File: src/rtl/lfsr_gen_pkg.sv
package lfsr_gen_pkg;
  localparam int unsigned OUT_W = 32;
  localparam int unsigned CNT_W = $clog2(OUT_W) + 1;

  typedef struct packed {
    logic             loadSeed;
    logic             stepEn;
    logic             capture;
    logic [CNT_W-1:0] outLen;
  } ctrlStrobes_t;
endpackage

File: src/rtl/lfsr_gen_ctrl.sv
module lfsr_gen_ctrl
  import lfsr_gen_pkg::*;
(
  input  logic             clk,
  input  logic             rstN,
  input  logic             seedLoad,
  input  logic             reqValid,
  input  logic [CNT_W-1:0] reqCount,
  output ctrlStrobes_t     strobes,
  output logic             busy,
  output logic             dataValid
);
  logic             runQ;
  logic [CNT_W-1:0] remainQ;
  logic [CNT_W-1:0] lenQ;
  logic             validQ;
  logic [CNT_W-1:0] clampLen;

  // Force the requested count into the legal range 1..OUT_W.
  always_comb begin
    if (reqCount == '0)
      clampLen = CNT_W'(1);
    else if (reqCount > CNT_W'(OUT_W))
      clampLen = CNT_W'(OUT_W);
    else
      clampLen = reqCount;
  end

  always_comb begin
    strobes.loadSeed = seedLoad;
    strobes.stepEn   = runQ && !seedLoad;
    strobes.capture  = runQ && !seedLoad && (remainQ == CNT_W'(1));
    strobes.outLen   = lenQ;
  end

  always_ff @(posedge clk) begin
    if (!rstN) begin
      runQ    <= 1'b0;
      remainQ <= '0;
      lenQ    <= CNT_W'(1);
      validQ  <= 1'b0;
    end else begin
      validQ <= strobes.capture;
      if (seedLoad) begin
        runQ <= 1'b0;
      end else if (runQ) begin
        remainQ <= remainQ - CNT_W'(1);
        if (remainQ == CNT_W'(1))
          runQ <= 1'b0;
      end else if (reqValid) begin
        runQ    <= 1'b1;
        remainQ <= clampLen;
        lenQ    <= clampLen;
      end
    end
  end

  assign busy      = runQ;
  assign dataValid = validQ;
endmodule

File: src/rtl/lfsr_gen_dp.sv
module lfsr_gen_dp
  import lfsr_gen_pkg::*;
#(
  parameter int unsigned STATE_W    = 64,
  parameter int unsigned SEED_W     = 32,
  parameter int unsigned TAP_LO     = 5,
  parameter int unsigned TAP_HI     = 61,
  parameter logic [SEED_W-1:0] SUBST_SEED = 32'h1ACE_B00C
)(
  input  logic              clk,
  input  logic              rstN,
  input  ctrlStrobes_t      strobes,
  input  logic [SEED_W-1:0] seedVal,
  output logic [OUT_W-1:0]  dataOut
);
  logic [STATE_W-1:0] stateQ;
  logic [STATE_W-1:0] pairXor;
  logic [STATE_W-1:0] nextState;
  logic [SEED_W-1:0]  seedEff;
  logic [OUT_W-1:0]   outMask;
  logic [OUT_W-1:0]   outQ;

  // Each tap position contributes the XOR of itself and its upper neighbour.
  assign pairXor   = stateQ ^ (stateQ >> 1);
  assign nextState = {stateQ[STATE_W-2:0], pairXor[TAP_LO] ^ pairXor[TAP_HI]};
  assign seedEff   = (seedVal == '0) ? SUBST_SEED : seedVal;

  for (genvar i = 0; i < OUT_W; i++) begin : g_mask
    assign outMask[i] = (CNT_W'(i) < strobes.outLen);
  end

  always_ff @(posedge clk) begin
    if (!rstN) begin
      stateQ <= STATE_W'(SUBST_SEED);
      outQ   <= '0;
    end else begin
      if (strobes.loadSeed)
        stateQ <= STATE_W'(seedEff);
      else if (strobes.stepEn)
        stateQ <= nextState;
      if (strobes.capture)
        outQ <= nextState[OUT_W-1:0] & outMask;
    end
  end

  assign dataOut = outQ;
endmodule

File: src/rtl/lfsr_word_gen.sv
module lfsr_word_gen
  import lfsr_gen_pkg::*;
#(
  parameter logic [31:0] SUBST_SEED = 32'h1ACE_B00C
)(
  input  logic        clk,
  input  logic        rstN,
  input  logic        seedLoad,
  input  logic [31:0] seedVal,
  input  logic        reqValid,
  input  logic [5:0]  reqCount,
  output logic        busy,
  output logic [31:0] dataOut,
  output logic        dataValid
);
  ctrlStrobes_t strobes;

  lfsr_gen_ctrl u_ctrl (
    .clk       (clk),
    .rstN      (rstN),
    .seedLoad  (seedLoad),
    .reqValid  (reqValid),
    .reqCount  (reqCount),
    .strobes   (strobes),
    .busy      (busy),
    .dataValid (dataValid)
  );

  lfsr_gen_dp #(
    .STATE_W    (64),
    .SEED_W     (32),
    .TAP_LO     (5),
    .TAP_HI     (61),
    .SUBST_SEED (SUBST_SEED)
  ) u_dp (
    .clk     (clk),
    .rstN    (rstN),
    .strobes (strobes),
    .seedVal (seedVal),
    .dataOut (dataOut)
  );
endmodule

File: config.mk
export PLATFORM = sky130hd
export DESIGN_NAME = lfsr_word_gen
export DESIGN_NICKNAME = d
export VERILOG_FILES = /design/src/rtl/lfsr_gen_pkg.sv /design/src/rtl/lfsr_gen_ctrl.sv /design/src/rtl/lfsr_gen_dp.sv /design/src/rtl/lfsr_word_gen.sv
export SDC_FILE = /design/constraint.sdc
export NUM_CORES = 1
export LEC_CHECK = 0
export CORE_ASPECT_RATIO = 1.75
export CORE_UTILIZATION = 35
export CTS_BUF_LIST = sky130_fd_sc_hd__clkbuf_8
export CTS_CLUSTER_SIZE = 16
export DETAILED_ROUTE_END_ITERATION = 10
export SETUP_SLACK_MARGIN = 0.15
export SYNTH_ARGS = -nofsm -noshare
export SYNTH_HDL_FRONTEND = slang
export SYNTH_HIERARCHICAL = 1
export SYNTH_SLANG_ARGS = --single-unit
File: constraint.sdc
create_clock -name clk -period 2 [get_ports clk]
set_clock_uncertainty 0.05 [all_clocks]
set_input_delay 0.4 -clock clk [delete_from_list [all_inputs] [get_ports clk]]
set_output_delay 0.4 -clock clk [all_outputs]
set_load 0.1 [all_outputs]
==> impl_metrics.toml <==
[status]
status = "finished clean"

[synth]
postSynthCellCount = 591
yosysWarnings = 6
synth_simple_gate_area_share_pct = 24.75
ys_ff_latch = 109
synthDistinctLibCells = 51
synth_compound_area_share_pct = 15.91
async_reset_ff_share_pct = 0
avgSynthCellArea_sq_um = 8.621
synth_ff_type = "dfxtp_1"
muxShareOfSynthArea_pct = 9.823
synth_fa_ha_area_share_pct = 0.4912
synth_top_family_by_area = "simple AND/OR/NAND/NOR gates"
synth_edf_count = 0
syn_area_sq_um = 5095
synth_xor_area_share_pct = 0.5157
synthesis.nets = 635
ys_seq_area_share_pct = 42.83

[setup_path]
r2r_setup_slack_ns = 0.24
crit_slowest_cell = "dfxtp_4"
critPathBufInv = 1
endpoint_kind = "register"
r2r_end = "u_dp/stateQ[52]"
cp.required_ns = 2.20
critical_path_arrival_ns = 1.96
worst_setup_path_start_kind = "register"
r2r_start = "u_ctrl/busy"
cp_max_fo = 23
crit_type = "reg -> reg"
crit_chain = "and2b_2 > buf_4 > mux2i_1 > nor2_1"
cp_top_family = "flip-flops"
slowest_delay_ns = 0.51
ff2ff_path_depth = 4

[placement]
gp_congestion = 0.8894
dp_cells = 819
dp_slack_ns = -0.07636
hpwl_um = 10300
place_area_sq_um = 5989
numPortBuffers = 75

[timing]
finalHoldViolCount = 0
rsz0062_at_grt = "yes"
setup-tns-final_ns = 0
slew_violations = 0
fin_ws_ns = 0.2422
fin_crit_ns = 1.758
worstMarginPinSlew_ns = 0.7041
max_freq_mhz = 568.9
setup_viol = 0
relSlewSlack_pct = 52.96
finalCritPeriodShare_pct = 87.89

[cts]
cts-root-buf = "clkbuf_8"
clkTransAtPathRegs_ns = 0.10
clock_sinks = 109
cts_htree_levels = 3
clock_path_buffers = 2
cts_hold_buffers = 0
cts_tree = "built"
cts_buffers = 9
worstSkewPairLatency_ns = 0.38

[floorplanning]
die_y_um = 161.6
start_util_pct = 35.64
die_w_um = 93.21
io_pins = 76
rows = 58
core_area_sq_um = 14300
die_area_sq_um = 15060

[power]
p_per_area_nw_per_um2 = 689.3
leakage_nw = 2.217
p_total_mw = 4.307
ir_worst_vdd_v = 0.0003160

[worst_hold_path]
hold_path.startpoint = "rstN"
hp-class = "in -> reg"
holdPathEnd = "u_ctrl/dataValid"
hold_path_depth = 3

[drt]
drc = 0
ant_nets = 0
wl_um = 13740
drt_iter0_markers = 202
drt_pre_antenna_iters = 4
vias = 4357
vias_per_cell = 5.212
wl_per_cell_um = 16.44

[cells_and_area]
drive_gt1_share_pct = 13.11
nets = 695
final_cell_mix = "dfxtp_1 (107), nand2_1 (62), mux2i_1 (50)"
layout.cells.non_filler = 836
mostFrequentLayoutCell = "dfxtp_1"
final_area_sq_um = 6248
diodes = 0
areaGrowthSynthToFinish_pct = 22.64

[grt]
grt_pass1_vias = 4306
grt.total_usage_pct = 18.85
antenna_found_initial = 0
grt_pass1_wl_um = 21760
grt-ovfl-total = 0
grt_max_degree = 51

[flow_run]
drv_cap = 0
-- worst reg2reg max path, stage by stage, from the launching register on --
cell	delay, ns
dfxtp_4	0.51
and2b_2	0.38
buf_4	0.41
mux2i_1	0.25
nor2_1	0.05
-- layer usage --
metal | GRT usage [%] | vias to the layer above | routed length, um
li1 | - | 2166 | -
met1 | 19.01 | 2063 | 5049
met2 | 35.96 | 95 | 7712
met3 | 2.778 | 33 | 388
met4 | 10.35 | 0 | 594
met5 | 0 | - | 0
-- cell families (layout without fill, tap and decap cells) --
| family | Yosys count | in the layout |
|---|---|---|
| simple gates | 239 | 239 |
| compound gates | 126 | 126 |
| flops | 109 | 109 |
| buf+inv | 62 | 127 |
| mux | 50 | 50 |
| xor+xnor | 3 | 3 |
| fa+ha+maj | 2 | 2 |
-- Yosys cell counts (all sizes together), types with 4 or more instances --
cell / number / area share [%]
dfxtp: 109 / 43
nand2: 62 / 4.6
mux2i: 50 / 9.8
nor2: 40 / 3.0
nand3: 31 / 3.0
and2: 30 / 3.7
buf: 27 / 3.1
o21ai: 27 / 2.7
a21oi: 26 / 2.6
clkbuf: 19 / 1.4
a21boi: 18 / 2.7
nand3b: 18 / 2.7
o21a: 18 / 2.7
nand2b: 17 / 2.1
inv: 16 / 1.2
o22ai: 12 / 1.5
nor4: 11 / 1.4
nor2b: 9 / 1.1
a31oi: 7 / 0.86
nor3b: 7 / 1.3
o211ai: 5 / 0.74
nand4: 4 / 0.49
-- where the power goes --
part / switching, mW / leakage [nW] / internal, mW / total, mW
logic: 0.232 / 1.21 / 0.232 / 0.465
clock network: 0.794 / 0.118 / 0.732 / 1.53
registers: 0.0892 / 0.888 / 2.23 / 2.32
total: 1.12 / 2.22 / 3.19 / 4.31
-- how the worst max path moves through the flow --
stage,from,endpoint,slack (ns),cells past startpoint
after CTS,u_ctrl/busy,u_dp/stateQ[52],0.23,4
after global routing,u_ctrl/busy,u_dp/stateQ[52],0.15,4
after detailed placement,seedVal[5],u_dp/stateQ[12],-0.08,6
after floorplan,u_ctrl/busy,u_dp/stateQ[21],0.15,8
final,u_ctrl/busy,u_dp/stateQ[52],0.24,4
after global placement,seedVal[4],u_dp/stateQ[25],-0.09,6
-- cell type report --
type,count,area [sq um]
clock inverter,7,111.4
inverter,16,60.06
fill,1392,8048
tap,180,225.2
sequential,109,2187
timing repair buffer,95,897.1
multi-input combinational,420,2644
clock buffer,9,123.9
-- flip-flops by register name (all words and copies together) (netlist names) --
| name | cells |
|---|---|
| u_dp/stateQ | 63 |
| u_ctrl/remainQ | 6 |
| u_dp/dataOut | 32 |
| u_ctrl/busy | 1 |
| u_ctrl/dataValid | 1 |
| u_ctrl/lenQ | 6 |
-- stage by stage --
| stage | hold WS, ns | utilization, % |
|---|---|---|
| after floorplan | 0.3939 | - |
| after global placement | 0.4220 | 41.90 |
| after detailed placement | 0.4176 | 41.90 |
| after CTS | 0.3315 | 43.54 |
| after global routing | 0.3493 | 43.71 |
| final | 0.3435 | 43.71 |
-- what timing repair did --
item	CTS	global route
endpoints found under the setup margin	0	24
buffers inserted	0	1
resized for setup	0	4
(Power assumes the default switching activity.)
